## src/rtl/gpio_pkg.sv

```systemverilog
package gpio_pkg;

    typedef enum logic [2:0] {
        RG_DOUT  = 3'd0,
        RG_DOE   = 3'd1,
        RG_DIN   = 3'd2,
        RG_ROUTE = 3'd3,
        RG_IEN   = 3'd4,
        RG_LVL   = 3'd5,
        RG_POL   = 3'd6,
        RG_STAT  = 3'd7
    } reg_sel_e;

    typedef enum logic [1:0] {
        AL_WRITE = 2'd0,
        AL_SET   = 2'd1,
        AL_CLR   = 2'd2,
        AL_TGL   = 2'd3
    } alias_e;

    typedef struct packed {
        reg_sel_e sel;
        alias_e   al;
    } bus_dec_t;

    // indices of the plain configuration registers
    localparam int CI_DOUT  = 0;
    localparam int CI_DOE   = 1;
    localparam int CI_ROUTE = 2;
    localparam int CI_IEN   = 3;
    localparam int CI_LVL   = 4;
    localparam int CI_POL   = 5;
    localparam int NCFG     = 6;

    function automatic bus_dec_t decode_addr(input logic [4:0] a);
        bus_dec_t d;
        d.sel = reg_sel_e'(a[4:2]);
        d.al  = alias_e'(a[1:0]);
        return d;
    endfunction

    function automatic reg_sel_e cfg_slot(input int idx);
        case (idx)
            CI_DOUT:  return RG_DOUT;
            CI_DOE:   return RG_DOE;
            CI_ROUTE: return RG_ROUTE;
            CI_IEN:   return RG_IEN;
            CI_LVL:   return RG_LVL;
            default:  return RG_POL;
        endcase
    endfunction

endpackage

```

## src/rtl/gpio_sync.sv

```systemverilog
module gpio_sync #(
    parameter int W      = 32,
    parameter int STAGES = 2
) (
    input  logic         clk,
    input  logic         rst,
    input  logic [W-1:0] d,
    output logic [W-1:0] q
);
    logic [W-1:0] stg [STAGES];

    always_ff @(posedge clk) begin
        if (rst) begin
            for (int i = 0; i < STAGES; i++) stg[i] <= '0;
        end else begin
            stg[0] <= d;
            for (int i = 1; i < STAGES; i++) stg[i] <= stg[i-1];
        end
    end

    assign q = stg[STAGES-1];
endmodule

```

## src/rtl/gpio_evt_detect.sv

```systemverilog
module gpio_evt_detect #(
    parameter int W = 32
) (
    input  logic         clk,
    input  logic         rst,
    input  logic [W-1:0] smp,
    input  logic [W-1:0] route,
    input  logic [W-1:0] lvl,
    input  logic [W-1:0] pol,
    output logic [W-1:0] evt
);
    logic [W-1:0] prev_q;

    always_ff @(posedge clk) begin
        if (rst) prev_q <= '0;
        else     prev_q <= smp;
    end

    for (genvar p = 0; p < W; p++) begin : g_pin
        logic lvl_hit;
        logic edg_hit;
        assign lvl_hit = ~(smp[p] ^ pol[p]);
        assign edg_hit = pol[p] ? (smp[p] & ~prev_q[p]) : (~smp[p] & prev_q[p]);
        assign evt[p]  = route[p] & (lvl[p] ? lvl_hit : edg_hit);
    end
endmodule

```

## src/rtl/gpio_cfg_reg.sv

```systemverilog
module gpio_cfg_reg
    import gpio_pkg::*;
#(
    parameter int W = 32
) (
    input  logic         clk,
    input  logic         rst,
    input  logic         wr_en,
    input  alias_e       al,
    input  logic [W-1:0] wdata,
    output logic [W-1:0] q
);
    logic [W-1:0] q_n;

    always_comb begin
        q_n = q;
        if (wr_en) begin
            unique case (al)
                AL_WRITE: q_n = wdata;
                AL_SET:   q_n = q | wdata;
                AL_CLR:   q_n = q & ~wdata;
                AL_TGL:   q_n = q ^ wdata;
            endcase
        end
    end

    always_ff @(posedge clk) begin
        if (rst) q <= '0;
        else     q <= q_n;
    end


    direct_write_chk: assert property (@(posedge clk) disable iff (rst)
        (wr_en && al == AL_WRITE) |=> (q == $past(wdata)));

    set_alias_chk: assert property (@(posedge clk) disable iff (rst)
        (wr_en && al == AL_SET) |=> (q == ($past(q) | $past(wdata))));

    clr_alias_chk: assert property (@(posedge clk) disable iff (rst)
        (wr_en && al == AL_CLR) |=> (q == ($past(q) & ~$past(wdata))));

    idle_hold_chk: assert property (@(posedge clk) disable iff (rst)
        !wr_en |=> $stable(q));
endmodule

```

## src/rtl/gpio_irq_merge.sv

```systemverilog
module gpio_irq_merge #(
    parameter int W     = 32,
    parameter bit SPLIT = 1'b1
) (
    input  logic [W-1:0] stat,
    input  logic [W-1:0] en,
    output logic         irq_lo,
    output logic         irq_hi
);
    localparam int HALF = W / 2;

    logic [W-1:0] act;
    assign act = stat & en;

    if (SPLIT) begin : g_split
        assign irq_lo = |act[HALF-1:0];
        assign irq_hi = |act[W-1:HALF];
    end else begin : g_flat
        assign irq_lo = |act;
        assign irq_hi = 1'b0;
    end
endmodule

```

## src/rtl/gpio_port.sv

```systemverilog
module gpio_port
    import gpio_pkg::*;
#(
    parameter int NPINS       = 32,
    parameter int ADDR_W      = 8,
    parameter int SYNC_STAGES = 2,
    parameter bit SPLIT_IRQ   = 1'b1
) (
    input  logic              clk,
    input  logic              rst,
    input  logic              bus_en,
    input  logic              bus_we,
    input  logic [ADDR_W-1:0] bus_addr,
    input  logic [NPINS-1:0]  bus_wdata,
    output logic [NPINS-1:0]  bus_rdata,
    input  logic [NPINS-1:0]  pin_i,
    output logic [NPINS-1:0]  pin_o,
    output logic [NPINS-1:0]  pin_oe,
    output logic              irq_o,
    output logic              irq_hi_o
);
    bus_dec_t         dec;
    logic             addr_ok;
    logic             wr_act;
    logic [NPINS-1:0] cfg_q [NCFG];
    logic [NPINS-1:0] din;
    logic [NPINS-1:0] evt;
    logic [NPINS-1:0] stat_q;
    logic [NPINS-1:0] stat_clr;

    assign dec     = decode_addr(bus_addr[6:2]);
    assign addr_ok = ~|{bus_addr[ADDR_W-1:7], bus_addr[1:0]};
    assign wr_act  = bus_en & bus_we & addr_ok;

    for (genvar g = 0; g < NCFG; g++) begin : g_cfg
        gpio_cfg_reg #(.W(NPINS)) u_reg (
            .clk   (clk),
            .rst   (rst),
            .wr_en (wr_act && (dec.sel == cfg_slot(g))),
            .al    (dec.al),
            .wdata (bus_wdata),
            .q     (cfg_q[g])
        );
    end

    gpio_sync #(.W(NPINS), .STAGES(SYNC_STAGES)) u_sync (
        .clk (clk),
        .rst (rst),
        .d   (pin_i),
        .q   (din)
    );

    gpio_evt_detect #(.W(NPINS)) u_evt (
        .clk   (clk),
        .rst   (rst),
        .smp   (din),
        .route (cfg_q[CI_ROUTE]),
        .lvl   (cfg_q[CI_LVL]),
        .pol   (cfg_q[CI_POL]),
        .evt   (evt)
    );

    // clear write wins over a same-cycle event on that bit
    assign stat_clr = (wr_act && dec.sel == RG_STAT && dec.al == AL_CLR) ? bus_wdata : '0;

    always_ff @(posedge clk) begin
        if (rst) stat_q <= '0;
        else     stat_q <= (stat_q | evt) & ~stat_clr;
    end

    gpio_irq_merge #(.W(NPINS), .SPLIT(SPLIT_IRQ)) u_irq (
        .stat   (stat_q),
        .en     (cfg_q[CI_IEN]),
        .irq_lo (irq_o),
        .irq_hi (irq_hi_o)
    );

    always_comb begin
        bus_rdata = '0;
        if (addr_ok) begin
            unique case (dec.sel)
                RG_DOUT:  bus_rdata = cfg_q[CI_DOUT];
                RG_DOE:   bus_rdata = cfg_q[CI_DOE];
                RG_DIN:   bus_rdata = din;
                RG_ROUTE: bus_rdata = cfg_q[CI_ROUTE];
                RG_IEN:   bus_rdata = cfg_q[CI_IEN];
                RG_LVL:   bus_rdata = cfg_q[CI_LVL];
                RG_POL:   bus_rdata = cfg_q[CI_POL];
                RG_STAT:  bus_rdata = stat_q;
            endcase
        end
    end

    assign pin_o  = cfg_q[CI_DOUT];
    assign pin_oe = cfg_q[CI_DOE];


    reset_state_chk: assert property (@(posedge clk) disable iff (rst)
        $past(rst) |-> (stat_q == '0 && pin_oe == '0 && pin_o == '0 && !irq_o && !irq_hi_o));

    route_gate_chk: assert property (@(posedge clk) disable iff (rst)
        ((stat_q & ~$past(stat_q) & ~$past(cfg_q[CI_ROUTE])) == '0));

    stat_clear_only_chk: assert property (@(posedge clk) disable iff (rst)
        (|($past(stat_q) & ~stat_q)) |-> $past(|stat_clr));

    irq_source_chk: assert property (@(posedge clk) disable iff (rst)
        (irq_o || irq_hi_o) |-> (|(stat_q & cfg_q[CI_IEN])));

    irq_present_chk: assert property (@(posedge clk) disable iff (rst)
        (|(stat_q & cfg_q[CI_IEN])) |-> (irq_o || irq_hi_o));
endmodule

```

## config.mk

```make
export PLATFORM = sky130hd
export DESIGN_NAME = gpio_port
export DESIGN_NICKNAME = d
export VERILOG_FILES = /design/src/rtl/gpio_pkg.sv /design/src/rtl/gpio_sync.sv /design/src/rtl/gpio_evt_detect.sv /design/src/rtl/gpio_cfg_reg.sv /design/src/rtl/gpio_irq_merge.sv /design/src/rtl/gpio_port.sv
export SDC_FILE = /design/constraint.sdc
export NUM_CORES = 1
export LEC_CHECK = 0
export BUFFER_PORTS_ARGS = -buffer_cell sky130_fd_sc_hd__buf_2
export CAP_MARGIN = 20
export CORE_MARGIN = 10
export CORE_UTILIZATION = 62
export DETAILED_ROUTE_END_ITERATION = 6
export GPL_TIMING_DRIVEN = 0
export PLACE_DENSITY_LB_ADDON = 0.12
export SETUP_SLACK_MARGIN = 0.15
export SLEW_MARGIN = 20
export SYNTH_ARGS = -nofsm -noshare
export SYNTH_HDL_FRONTEND = slang
export SYNTH_SLANG_ARGS = --single-unit
```

## constraint.sdc

```tcl
create_clock -name clk -period 2.3 [get_ports clk]
set_clock_uncertainty 0.15 [all_clocks]
set_input_delay 0.23 -clock clk [delete_from_list [all_inputs] [get_ports clk]]
set_output_delay 0.23 -clock clk [all_outputs]
set_load 0.005 [all_outputs]
```

==> key figures <==
Clock tree
  – Clk root buf: clkbuf_16
  – CTS tree: built
  – Clk pin slew, worst setup/hold paths: 0.06 ns
  – Clk_lat worst skew: 0.57 ns
  – CTS Buf Count: 38
  – H-tree depth: 2
  – CTS max path bufs: 3
  – Sink Count: 320

Detailed routing
  – Routed Antenna Nets: 0
  – WL final: 100300 um
  – First-pass detailed-route iteration total: 6
  – Vias per std cell: 6.736
  – DRC: 0
  – Initial DRC Count: 3078
  – WL/cell: 27.78 um
  – Vias: 24320

Logic synthesis
  – Mean area per synthesized cell: 8.768 um^2
  – Adder-Cell Fraction of Synth Area: 0.1972
  – Count leader, synth: ha_1
  – EDFF count, synth: 0
  – Largest family of logic cells by synthesized area: compound AO/OA/AOI/OAI gates
  – Seq cells post-synth: 320
  – Mapped Area: 24370 um^2
  – Top cell type by total area after synthesis: dfxtp_1
  – Mux contribution to synthesized area: 0.1040
  – Warnings, synthesis: 0
  – Sequential cell area fraction in the yosys report: 0.2629
  – Synth top cells by count: ha_1, a211oi_1, dfxtp_1
  – Synth Area in Simple Gates: 0.09361
  – Mapped Cells: 2779
  – Yosys cell types: 37
  – Area share of the largest cell type after synthesis: 0.2629
  – Compound-gate portion of the synthesized area: 0.2521
  – Synth Flop Type: dfxtp_1
  – Xor-xnor portion of the synthesized cell area: 0
  – Top post-synthesis cells by area: dfxtp_1, ha_1, a211oi_1, mux2_2, a21oi_1
  – Ys async rst share: 0
  – Post-synth net total: 3239

Setup path
  – WS Path Type: input port to primary output
  – Critical path cell sequence: buf_2 > buf_6 > nand2b_1 > clkbuf_8 > clkbuf_8 > o22ai_1 > a211oi_2 > buf_2
  – Worst path required time: 1.92 ns
  – Worst r2r src: g_cfg[1].u_reg.q[12]$_SDFFE_PP0P_
  – Arrival @ worst endpoint: 1.88 ns
  – Reg2reg setup slack: 0.63 ns
  – Critical Path Source Type: input port
  – Critical path endpoint category: primary output
  – Crit-path slowest cell: a211oi_2
  – CP max stage delay: 0.41 ns
  – R2R Path End: g_cfg[1].u_reg.q[12]$_SDFFE_PP0P_
  – CP Max Fanout: 10
  – Reg2reg path depth: 5

Floorplan
  – Die height: 218.2 um
  – Initial core utilization: 0.6290
  – Die Footprint: 47630 um^2
  – IO Count: 174
  – Row cnt: 72
  – Core Area: 38740 um^2
  – Width of the die: 218.2 um

Run
  – Max_cap viols: 0

Pwr
  – Leakage power: 11.49 nW
  – Final Power: 14.63 mW
  – Power Dens Cells: 512.0 nW/um^2
  – Worst VDD drop: 0.6593 mV

GRT
  – First-pass GRT wire length: 147200 um
  – GRT overflow: 0
  – Gr usage total: 0.4040
  – Vias in the first global route: 24150
  – Largest net degree at the start of global routing: 13
  – Antenna violations before repair: 2

Placement
  – Final HPWL DP: 68370 um
  – Placement Setup Slack: -1.346 ns
  – Placed Cells: 3466
  – Routability cong.: 0.9746
  – # port buffers: 169

Hold path
  – Hold_sp: rst
  – Hold EP: u_evt.prev_q[13]$_SDFF_PP0_
  – Hold Crit Depth: 2
  – Hold Crit Class: input port to flop

Cells and area
  – Fillcell total: 2970
  – Layout cells sized above 1: 0.2429
  – N_diodes: 0
  – Layout area overhead: 17.26%
  – Final net count: 3527
  – Fin cells: 3610

STA
  – Final worst slack: 0.03525 ns
  – Max-slew violations: 0
  – Final setup vio count: 0
  – Final hold violations: 0
  – Post-route setup TNS: 0 ns
  – Normalized max-slew margin: 0.1958
  – RSZ-0062 raised after global routing: true
  – Maximum clock frequency: 441.6 MHz
  – Final min period: 2.265 ns
  – Worst-Margin Slew: 1.206 ns
  – Tcrit/Tclk final: 0.9847

Status
  – Status: finished, final reports clean
## worst max path at each step
stage               slack, ns                               from  cells after the start             to
finish                   0.04                        bus_addr[5]                      8  bus_rdata[30]
floorplan                0.32                        bus_addr[6]                      6  bus_rdata[30]
global placement        -1.27                        bus_addr[6]                      7  bus_rdata[30]
global route             0.04   g_cfg[3].u_reg.q[6]$_SDFFE_PP0P_                      5   bus_rdata[6]
CTS                       0.1  g_cfg[2].u_reg.q[30]$_SDFFE_PP0P_                      4  bus_rdata[30]
detailed placement      -1.35                        bus_addr[6]                      7  bus_rdata[30]
## state kept, by name, summed over array words and instances (netlist names)
signal         count
u_evt.prev_q      32
u_sync.stg        64
g_cfg.u_reg.q    192
stat_q            32
## routing by layer
layer	vias to the layer above	GRT usage	routed length, um
met5	-	0	25
met4	4	0.2645	7488
met3	475	0.1122	12200
met2	1763	0.6267	43600
met1	11610	0.4837	36960
li1	10460	-	-
## placed cells by master, fill, tap and decap left out, types with 39 or more instances in the layout
| cell type | n |
|---|---|
| dfxtp_1 | 269 |
| buf_4 | 90 |
| buf_2 | 193 |
| o22ai_1 | 55 |
| dfxtp_2 | 46 |
| mux2_2 | 192 |
| a21oi_1 | 255 |
| clkbuf_1 | 131 |
| ha_1 | 384 |
| inv_1 | 226 |
| dlygate4sd3_1 | 64 |
| nor2b_1 | 146 |
| a211oi_1 | 360 |
| a211oi_2 | 65 |
| clkbuf_16 | 39 |
| nor2_1 | 259 |
## stage by stage
step,hold slack (ns),area [um^2],utilization
floorplan,0.1766,24370,-
global placement,0.2656,25860,0.6676
detailed placement,0.2720,25870,0.6679
CTS,0.1063,28240,0.7291
global route,0.1249,28570,0.7376
finish,0.1693,28570,0.7376
## critical path, delay by kind of cell
kind | cells | cell delay (ns)
AO/OA/AOI/OAI | 2 | 0.53
buffers and inverters | 5 | 0.94
AND/OR/NAND/NOR | 1 | 0.17
## logic make-up (layout without fill, tap and decap cells)
| kind of cell | Yosys count | in the layout |
|---|---|---|
| simple gates | 473 | 473 |
| fa+ha+maj | 384 | 384 |
| flops | 320 | 320 |
| compound gates | 879 | 879 |
| mux | 228 | 228 |
| buf+inv | 495 | 808 |
## cell type report
type | instances | area [um^2] | share of cell area
clock buffers | 57 | 1104 | 0.03862
well taps | 518 | 648.1 | 0.02268
repair buffers | 249 | 1619 | 0.05666
multi-input cells | 1964 | 16130 | 0.5645
flip-flops and latches | 320 | 6482 | 0.2269
inverters | 226 | 848.3 | 0.02969
clock inverters | 8 | 168.9 | 0.005912
plain buffers | 268 | 1572 | 0.05500
## where the power goes
group / internal, mW / switching, mW / total [mW] / leakage, nW
clock network: 3.86 / 2.64 / 6.51 / 0.621
registers: 5.62 / 0.0644 / 5.68 / 2.62
logic: 0.858 / 1.58 / 2.44 / 8.24
total: 10.3 / 4.29 / 14.6 / 11.5
## what timing repair did
| item | CTS | global route |
|---|---|---|
| hold buffers | 64 | 0 |
| setup buffers | 7 | 9 |
| endpoints found under the setup margin | 152 | 90 |
| resized for setup | 134 | 112 |
| pin swaps | 7 | 18 |
| hold endpoints to repair | 64 | 0 |
Power figures use the tool's default switching activity.
